$ cat config.mk
export PLATFORM = sky130hd
export DESIGN_NAME = gpio_dualbank
export DESIGN_NICKNAME = d
export VERILOG_FILES = /design/src/rtl/gpio_db_pkg.sv /design/src/rtl/gpio_db_sync.sv /design/src/rtl/gpio_db_bank.sv /design/src/rtl/gpio_dualbank.sv
export SDC_FILE = /design/constraint.sdc
export NUM_CORES = 1
export LEC_CHECK = 0
export BUFFER_PORTS_ARGS = -buffer_cell sky130_fd_sc_hd__buf_2
export CAP_MARGIN = 40
export CORE_UTILIZATION = 50
export DETAILED_ROUTE_END_ITERATION = 6
export GPL_TIMING_DRIVEN = 0
export PLACE_DENSITY = 0.73
export RECOVER_POWER = 100
export REMOVE_ABC_BUFFERS = 1
export SETUP_SLACK_MARGIN = 0.5
export SYNTH_ARGS = -nofsm -noshare
export SYNTH_HDL_FRONTEND = slang
export SYNTH_HIERARCHICAL = 1
export SYNTH_SLANG_ARGS = --single-unit
$ cat constraint.sdc
create_clock -name clk -period 1.7 [get_ports clk]
set_input_delay 0.51 -clock clk [delete_from_list [all_inputs] [get_ports clk]]
set_output_delay 0.51 -clock clk [all_outputs]
set_load 0.02 [all_outputs]
$ cat src/rtl/gpio_db_pkg.sv
// Package: shared types and address constants for the dual-bank GPIO controller.
// Assumes a 6-bit byte address space with at most 32 pins per bank.
package gpio_db_pkg;
    localparam int ADDR_W   = 6;
    localparam int MAX_PINS = 32;
    localparam int BANK_BIT = 5;
    localparam int HOLE_BIT = 4;

    typedef enum logic [1:0] {
        RS_ENABLE = 2'd0,
        RS_DIR    = 2'd1,
        RS_LEVEL  = 2'd2,
        RS_NONE   = 2'd3
    } reg_sel_e;
endpackage

$ cat src/rtl/gpio_db_sync.sv
// Module: two-flop synchronizer for a vector of pad inputs.
// Assumes each bit is independent (no multi-bit coherency needed).
module gpio_db_sync #(
    parameter int W = 8
) (
    input  logic         clk,
    input  logic         rst_n,
    input  logic [W-1:0] d_in,
    output logic [W-1:0] d_out
);
    logic [W-1:0] stage1_q;
    logic [W-1:0] stage2_q;

    // Shift pad values through two flops, clear on reset.
    always_ff @(posedge clk) begin
        if (!rst_n) begin
            stage1_q <= '0;
            stage2_q <= '0;
        end else begin
            stage1_q <= d_in;
            stage2_q <= stage1_q;
        end
    end

    assign d_out = stage2_q;
endmodule

$ cat src/rtl/gpio_db_bank.sv
// Module: one bank of GPIO pins, holding the enable, direction and level registers.
// Assumes the write strobe is already qualified for this bank. Byte index and
// register select come straight from the address. Direction 1 means input.
// Level writes take effect only on output pins.
module gpio_db_bank import gpio_db_pkg::*; #(
    parameter int PINS   = 10,
    parameter int EN_RST = 7
) (
    input  logic            clk,
    input  logic            rst_n,
    input  logic            wr_en,
    input  reg_sel_e        rsel,
    input  logic [1:0]      byte_idx,
    input  logic [7:0]      wdata,
    output logic [7:0]      rd_byte,
    input  logic [PINS-1:0] pad_in,
    output logic [PINS-1:0] pad_out,
    output logic [PINS-1:0] pad_oe
);
    logic [PINS-1:0] en_vec;
    logic [PINS-1:0] dir_vec;
    logic [PINS-1:0] lvl_vis;
    logic [PINS-1:0] sync_in;

    gpio_db_sync #(.W(PINS)) u_sync (
        .clk   (clk),
        .rst_n (rst_n),
        .d_in  (pad_in),
        .d_out (sync_in)
    );

    for (genvar p = 0; p < PINS; p++) begin : g_pin
        localparam int BYTE_N = p / 8;
        localparam int BIT_N  = p % 8;
        logic en_b, dir_b, lvl_b, hit;

        assign hit = wr_en && (byte_idx == 2'(BYTE_N));

        // Per-pin register slice: reset defaults, then byte-lane writes.
        always_ff @(posedge clk) begin
            if (!rst_n) begin
                en_b  <= (p < EN_RST);
                dir_b <= 1'b1;
                lvl_b <= 1'b0;
            end else if (hit) begin
                case (rsel)
                    RS_ENABLE: en_b  <= wdata[BIT_N];
                    RS_DIR:    dir_b <= wdata[BIT_N];
                    RS_LEVEL:  if (!dir_b) lvl_b <= wdata[BIT_N];
                    default:   ;
                endcase
            end
        end

        assign en_vec[p]  = en_b;
        assign dir_vec[p] = dir_b;
        assign pad_oe[p]  = en_b & ~dir_b;
        assign pad_out[p] = lvl_b & en_b & ~dir_b;
        assign lvl_vis[p] = en_b & (dir_b ? sync_in[p] : lvl_b);
    end

    // Pad each register view to the full block width and pick the addressed byte.
    always_comb begin
        logic [MAX_PINS-1:0] view;
        view = '0;
        case (rsel)
            RS_ENABLE: view[PINS-1:0] = en_vec;
            RS_DIR:    view[PINS-1:0] = dir_vec;
            RS_LEVEL:  view[PINS-1:0] = lvl_vis;
            default:   view = '0;
        endcase
        rd_byte = view[8*byte_idx +: 8];
    end
endmodule

$ cat src/rtl/gpio_dualbank.sv
// Module: top of the dual-bank GPIO controller. It decodes the byte bus,
// routes writes to the core or resume bank, and registers read data.
// Assumes a single clock. The core bank and the read register use
// core_rst_n; the resume bank uses only resume_rst_n.
module gpio_dualbank import gpio_db_pkg::*; #(
    parameter int CORE_PINS     = 10,
    parameter int RESUME_PINS   = 4,
    parameter int CORE_EN_RST   = 7,
    parameter int RESUME_EN_RST = 3
) (
    input  logic                   clk,
    input  logic                   core_rst_n,
    input  logic                   resume_rst_n,
    input  logic [ADDR_W-1:0]      bus_addr,
    input  logic                   bus_wr,
    input  logic                   bus_rd,
    input  logic [7:0]             bus_wdata,
    output logic [7:0]             bus_rdata,
    input  logic [CORE_PINS-1:0]   core_pad_in,
    output logic [CORE_PINS-1:0]   core_pad_out,
    output logic [CORE_PINS-1:0]   core_pad_oe,
    input  logic [RESUME_PINS-1:0] resume_pad_in,
    output logic [RESUME_PINS-1:0] resume_pad_out,
    output logic [RESUME_PINS-1:0] resume_pad_oe
);
    logic     in_range;
    logic     core_wr, res_wr;
    reg_sel_e rsel;
    logic [7:0] core_rd_byte, res_rd_byte, sel_byte;
    logic [7:0] rdata_q;

    // Address decode: bank select, hole detection and register block.
    assign in_range = ~bus_addr[HOLE_BIT];
    assign rsel     = reg_sel_e'(bus_addr[3:2]);
    assign core_wr  = bus_wr & in_range & ~bus_addr[BANK_BIT];
    assign res_wr   = bus_wr & in_range &  bus_addr[BANK_BIT];

    gpio_db_bank #(.PINS(CORE_PINS), .EN_RST(CORE_EN_RST)) u_core (
        .clk      (clk),
        .rst_n    (core_rst_n),
        .wr_en    (core_wr),
        .rsel     (rsel),
        .byte_idx (bus_addr[1:0]),
        .wdata    (bus_wdata),
        .rd_byte  (core_rd_byte),
        .pad_in   (core_pad_in),
        .pad_out  (core_pad_out),
        .pad_oe   (core_pad_oe)
    );

    gpio_db_bank #(.PINS(RESUME_PINS), .EN_RST(RESUME_EN_RST)) u_resume (
        .clk      (clk),
        .rst_n    (resume_rst_n),
        .wr_en    (res_wr),
        .rsel     (rsel),
        .byte_idx (bus_addr[1:0]),
        .wdata    (bus_wdata),
        .rd_byte  (res_rd_byte),
        .pad_in   (resume_pad_in),
        .pad_out  (resume_pad_out),
        .pad_oe   (resume_pad_oe)
    );

    // Read mux: choose the bank, and return zero for the hole.
    always_comb begin
        if (!in_range)                sel_byte = 8'h00;
        else if (bus_addr[BANK_BIT])  sel_byte = res_rd_byte;
        else                          sel_byte = core_rd_byte;
    end

    // Read data register: load on a read strobe, hold otherwise.
    always_ff @(posedge clk) begin
        if (!core_rst_n)  rdata_q <= 8'h00;
        else if (bus_rd)  rdata_q <= sel_byte;
    end

    assign bus_rdata = rdata_q;
endmodule

==> results of run 1 <==
[worst reg2reg max path, cell delays in order, from the launching register on]
cell and delay [ns]:
dfxtp_2 0.36, buf_4 0.12, nor2b_1 0.23, a21o_1 0.17
a221oi_2 0.06, a311oi_2 0.33, mux2i_1 0.17, o2bb2ai_1 0.21
[flip-flops by register name, summed over array words and instances, names as in the netlist]
register and flops:
u_resume/g_pin.dir_b 4, bus_rdata 8, u_core/u_sync/d_out 10, u_resume/u_sync/d_out 4, u_core/u_sync/stage1_q 10, u_core/g_pin.en_b 10
u_resume/g_pin.en_b 4, u_core/g_pin.dir_b 10, u_resume/u_sync/stage1_q 4, u_core/g_pin.lvl_b 10, u_resume/g_pin.lvl_b 4
[final cells by class]
type / instances / area [sq um] / share of cell area, %
Tap cell: 96 / 120.1 / 2.114
Sequential cell: 78 / 1624 / 28.58
Multi-Input combinational cell: 292 / 2436 / 42.87
Inverter: 13 / 51.30 / 0.9027
Timing Repair Buffer: 127 / 1205 / 21.20
Clock buffer: 9 / 123.9 / 2.180
Clock inverter: 7 / 122.6 / 2.158
[worst max-delay path by stage]
stage | depth (start not counted) | end | slack, ns
floorplan | 5 | u_core/g_pin[1].lvl_b$_SDFFE_PN0P_ | 0.02
global placement | 6 | u_core/g_pin[1].lvl_b$_SDFFE_PN0P_ | -0.54
detailed placement | 6 | u_core/g_pin[3].lvl_b$_SDFFE_PN0P_ | -0.57
CTS | 3 | core_pad_out[1] | 0.08
global route | 9 | bus_rdata[6]$_SDFFE_PN0P_ | -0.09
finish | 7 | bus_rdata[0]$_SDFFE_PN0P_ | -0.03
[cells in the final DEF, fill, tap and decap left out, types with 5 or more instances in the layout]
cell / instances
nor2_1: 7
nand3_1: 9
o31ai_2: 8
o2bb2ai_1: 8
o21ai_1: 7
buf_6: 54
nor2b_4: 16
nand2_4: 7
o21ai_0: 14
clkbuf_8: 9
nand2_1: 33
inv_1: 11
mux2i_1: 14
nor2b_1: 9
and3_1: 8
dfxtp_1: 50
dfxtp_2: 17
and2_2: 11
a21oi_1: 6
buf_2: 26
and2_1: 17
dfxtp_4: 11
o211ai_1: 8
buf_4: 38
nand3_2: 16
and2_4: 14
nand2_2: 14
and3b_1: 5
[what timing repair did]
action / CTS / global route
gates resized for setup: 232 / 60
endpoints found under the hold margin: 0 / 0
buffers inserted: 40 / 16
pin swaps: 44 / 29
cloned: 3 / 0
endpoints found under the setup margin: 86 / 86
[kinds of logic after synthesis]
logic type,count (synthesis)
AO/OA/AOI/OAI,87
flip-flops,78
AND/OR/NAND/NOR,186
multiplexers,14
other,1
buffers and inverters,35
[power by group]
part | switching [mW] | internal, mW | total (mW) | leakage, nW
sequential | 0.0169 | 1.85 | 1.87 | 0.630
combinational | 0.258 | 0.210 | 0.468 | 1.70
clock | 0.741 | 0.979 | 1.72 | 0.116
total | 1.02 | 3.04 | 4.05 | 2.44
[through the flow]
stage	util (%)	TNS (ns)
after global routing	81.84	-0.1531
after detailed placement	57.60	-19.25
after global placement	57.32	-18.34
final	81.84	-0.04136
after floorplan	-	0
after CTS	76.86	0
[layer usage]
metal	track usage, %	routed length, microns
met1	35.48	4809
met2	51.92	6221
met3	7.352	1069
met4	14.01	559
met5	0	0
==> summary.txt, run 1 <==
final slew viol count = 0
Final min period = 1.734 ns
design area = 0.005683 sq mm
Chip Height = 87.63 microns
vias in the first global route = 3516
drt via density = 5.950
RR Endpoint = bus_rdata[0]$_SDFFE_PN0P_
Worst Hold Slack = 0.3387 ns
top-count cell post-synth = dfxtp_1
Synth area leader = dfxtp_1
P per Cell Area = 713.4 mW/mm^2
RSZ-0062 raised after global routing = true
largest net degree at the start of global routing = 36
status = finished with violations
Die X = 87.63 microns
Congestion Overflow GR = 0
total wire length = 12660 microns
top_reg_cell synth = dfxtp_1
total chip power = 4.054 mW
ANT nets after route = 0
r2r startpoint = u_core/g_pin[0].en_b$_SDFFE_PN1P_
fraction of layout cells with a size suffix above 1 = 56.84%
R2R depth = 7
Pleak = 2.444 nW
DRC = 0
Longest Clk Path Bufs = 2
number of synthesized register bits = 78
total number of vias = 3701
Layout area overhead = 55.02%
H-tree levels = 3
sequential fraction of the synthesis area = 42.59%
CP bufs+invs = 1
Routed WL per cell = 20.35 microns
CP startpoint = u_core/g_pin[0].en_b$_SDFFE_PN1P_
post-synthesis xor/xnor area fraction = 0%
initial antenna violation count = 0
drt first pass iters = 6
CTS Sinks = 78
Max Freq = 576.8 MHz
Tcrit/Tclk final = 102.0%
Final setup viols = 2
Synth top cells by count = 78 x dfxtp_1, 52 x nand2_1, 31 x and2_1
PortBufs = 68
Rows = 30
CTS tree = built
Hold Fails Final Rpt = 0
maximum vdd drop = 458.4 uV
Nets = 554
Post-Synthesis Mean Instance Area = 9.142 sq um
Post-synth EDFFs = 0
critical path arrival = 2.01 ns
non-filler cells, final = 622
hold-critical path depth = 2
Mapped Area = 0.003666 sq mm
Area after DPL = 0.004000 sq mm
core area = 0.006944 sq mm
mux cell area share after synthesis = 3.823%
pre-CTS setup slack = -0.5678 ns
Max stage delay cell, worst path = dfxtp_2
CP required = 1.98 ns
Synth cell types = 54
worst min-delay path class = input pin to register
# fillers = 358
Inst Count DP = 547
ANT cells = 0
die area = 0.007678 sq mm
io pins = 69
critical path type = register to register
root buf cell = clkbuf_8
Synth Warn # = 6
CP Capture Type = register
CTS Hold Bufs = 0
post-synth top area share = 42.59%
largest fanout on the critical path = 2
Hold Startpoint = resume_pad_in[2]
top cell family by delay on the critical path = compound AO/OA/AOI/OAI gates
crit path launch type = register
Syn Inst Count = 401
first-pass GRT wire length = 17380 microns
worst path cell trace = buf_4, nor2b_1, a21o_1, a221oi_2, a311oi_2, mux2i_1, o2bb2ai_1
top cells by area, synth = dfxtp_1 43%, nand2_1 5.3%, and2_1 5.3%
Post-Synth Adder-Cell Area = 0%
largest family of logic cells by synthesized area = simple AND/OR/NAND/NOR gates
Slowest Stage Delay on Critical Path = 0.36 ns
clock-pin slew on the worst setup and hold paths = 0.09 ns
initial core utilization = 52.79%
initial drt markers = 294
Hold EP = u_resume/u_sync/stage1_q[2]$_SDFF_PN0_
Synth Area in Compound Gates = 17.61%
Tot GR Track Use = 30.17%
GPL Wtd Cong = 0.8176
Post-synth ARST share = 0%
DPL Wire Length = 5532 microns
worst reg2reg setup slack = -0.03 ns
Setup WS post-layout = -0.03378 ns
Clock Skews = 0.01214 ns
post-synthesis simple-gate area fraction = 30.24%
Max-Cap Viols = 0
Clk Latency, worst-skew pair = 0.37 ns
CTS buffer count = 9
failing checks = negative setup slack
No activity file was read; power rests on OpenSTA's default activity.
==> run 2, diff against run 1 <==
--- a/config.mk
+++ b/config.mk
@@ -13,7 +13,6 @@
 export PLACE_DENSITY = 0.73
 export RECOVER_POWER = 100
 export REMOVE_ABC_BUFFERS = 1
-export SETUP_SLACK_MARGIN = 0.5
 export SYNTH_ARGS = -nofsm -noshare
 export SYNTH_HDL_FRONTEND = slang
 export SYNTH_HIERARCHICAL = 1
==> summary.txt, run 2 (synthesis results as in run 1) <==
Slowest Stage Delay on Critical Path = 0.35 ns (about the same)
Max Freq = 598.2 MHz (+3.7%)
clock-pin slew on the worst setup and hold paths = 0.08 ns (about the same)
r2r startpoint = u_core/g_pin[0].en_b$_SDFFE_PN1P_
drt first pass iters = 4 (-2)
initial drt markers = 262 (-11%)
H-tree levels = 3 (unchanged)
initial core utilization = 52.79% (unchanged)
Hold EP = u_resume/u_sync/stage1_q[2]$_SDFF_PN0_
Hold Fails Final Rpt = 0 (unchanged)
top cell family by delay on the critical path = flip-flops
Pleak = 1.922 nW (-21%)
maximum vdd drop = 465.9 uV (+1.6%)
commonest non-fill, non-tap cell in the layout = buf_2
multi-input logic area = 0.001992 sq mm (-18%)
DRC = 0 (unchanged)
PortBufs = 68 (unchanged)
GPL Wtd Cong = 0.8176 (unchanged)
Routed WL per cell = 15.20 microns (-25%)
Congestion Overflow GR = 0 (unchanged)
R2R depth = 6 (-1)
fraction of layout cells with a size suffix above 1 = 37.50% (-19 points)
Tcrit/Tclk final = 98.33% (-3.7 points)
P per Cell Area = 871.8 mW/mm^2 (+22%)
Clk Latency, worst-skew pair = 0.36 ns (about the same)
DPL Wire Length = 5532 microns (unchanged)
RR Endpoint = bus_rdata[0]$_SDFFE_PN0P_
CTS tree = built
CTS Sinks = 78 (unchanged)
Clock Skews = 0.01058 ns (-0.001561 ns)
Register Area = 0.001597 sq mm (-1.7%)
Chip Height = 87.63 microns (unchanged)
CP bufs+invs = 1 (unchanged)
critical path arrival = 1.16 ns (-0.85 ns)
drt via density = 5.444 (-8.5%)
status = complete, no violations
Max stage delay cell, worst path = dfxtp_2
CP required = 1.19 ns (-0.79 ns)
crit path launch type = register
root buf cell = clkbuf_8
Nets = 500 (-9.7%)
io pins = 69 (unchanged)
core area = 0.006944 sq mm (unchanged)
ANT nets after route = 0 (unchanged)
worst path cell trace = nor2b_2, and2_1, buf_4
CTS Hold Bufs = 0 (unchanged)
most frequent cells in the layout = 59 x buf_2, 52 x nand2_1, 50 x dfxtp_1, 29 x and2_1, 28 x dfxtp_2
total wire length = 8633 microns (-32%)
first-pass GRT wire length = 13300 microns (-23%)
Final setup viols = 0 (-2)
Layout area overhead = 21.50%
total number of vias = 3092 (-16%)
final setup TNS = 0 ns (+0.04136 ns)
Tot GR Track Use = 22.88% (-7.3 points)
Hold Startpoint = resume_pad_in[2]
Final min period = 1.672 ns (-0.06211 ns)
Max-Cap Viols = 0 (unchanged)
ANT cells = 0 (unchanged)
largest fanout on the critical path = 4 (+2)
Longest Clk Path Bufs = 2 (unchanged)
initial antenna violation count = 0 (unchanged)
# fillers = 599 (+67%)
vias in the first global route = 2736 (-22%)
CTS buffer count = 9 (unchanged)
Die X = 87.63 microns (unchanged)
worst min-delay path class = input pin to register
final slew viol count = 0 (unchanged)
Rows = 30 (unchanged)
hold-critical path depth = 2 (unchanged)
CP Capture Type = primary output
critical path type = register to primary output
largest net degree at the start of global routing = 36 (unchanged)
Setup WS post-layout = 0.02833 ns (+0.06211 ns)
pre-CTS setup slack = -0.5678 ns (unchanged)
die area = 0.007678 sq mm (unchanged)
worst reg2reg setup slack = 0.20 ns (+0.23 ns)
-- run 2: cell types whose count changed in the layout (fill, tap and decap cells not counted), moves of 16 or more --
cell     delta
nand2_1    +19
buf_6      -50
buf_4      -29
nand3_1    +16
nand3_2    -16
buf_2      +33
-- run 2: worst max path at each step --
| stage | startpoint | end | depth (start not counted) |
|---|---|---|---|
| after CTS | u_core/g_pin[5].dir_b$_SDFFE_PN1P_ | core_pad_out[5] | 3 |
| final | u_core/g_pin[9].en_b$_SDFFE_PN0P_ | core_pad_out[9] | 3 |
| after global placement | bus_addr[5] | u_core/g_pin[1].lvl_b$_SDFFE_PN0P_ | 6 |
| after global routing | bus_addr[5] | u_core/g_pin[1].dir_b$_SDFFE_PN1P_ | 7 |
| after detailed placement | bus_addr[5] | u_core/g_pin[3].lvl_b$_SDFFE_PN0P_ | 6 |
| after floorplan | bus_addr[5] | u_core/g_pin[1].lvl_b$_SDFFE_PN0P_ | 5 |
-- run 2: area by class of cell --
cell class	count	area share, %
Clock buffer	9	2.781
Tap cell	96	2.697
Inverter	13	1.152
Timing Repair Buffer	74	10.06
Multi-Input combinational cell	291	44.72
Sequential cell	78	35.84
Clock inverter	7	2.753
-- run 2: metal layers --
layer / routed length (microns) / global-route usage [%]
met2: 3985 / 36.58
met4: 123 / 9.687
met3: 445 / 3.959
met1: 4080 / 30.61
met5: 0 / 0
-- run 2: power by group --
group / switching [mW] / leakage (nW) / total [mW] / internal [mW]
logic: 0.183 / 1.18 / 0.305 / 0.122
clock network: 0.719 / 0.116 / 1.70 / 0.979
registers: 0.0150 / 0.626 / 1.88 / 1.86
total: 0.917 / 1.92 / 3.88 / 2.97
-- run 2: repair_timing --
item | CTS | global route
setup endpoints to repair | 37 | 48
buffers inserted | 2 | 3
resized for setup | 18 | 48
pin swaps | 1 | 2
-- run 2: per-stage QoR --
stage / instance area (sq um) / hold slack, ns / total power, mW / instances / util [%]
floorplan: 3520 / 0.4118 / 2.057 / 382 / -
global placement: 3980 / 0.4128 / 2.194 / 546 / 57.32
detailed placement: 4000 / 0.4187 / 2.206 / 547 / 57.60
CTS: 4304 / 0.3435 / 3.889 / 565 / 61.98
global route: 4454 / 0.3462 / 4.031 / 568 / 64.14
finish: 4454 / 0.3498 / 3.883 / 568 / 64.14
-- run 2: worst reg2reg max path, delay by kind of cell, from the launching register on --
kind	cells	cell delay, ns
DFF	1	0.34
muxes	1	0.21
and+or+nand+nor	1	0.14
AOI/OAI and AO/OA	4	0.70
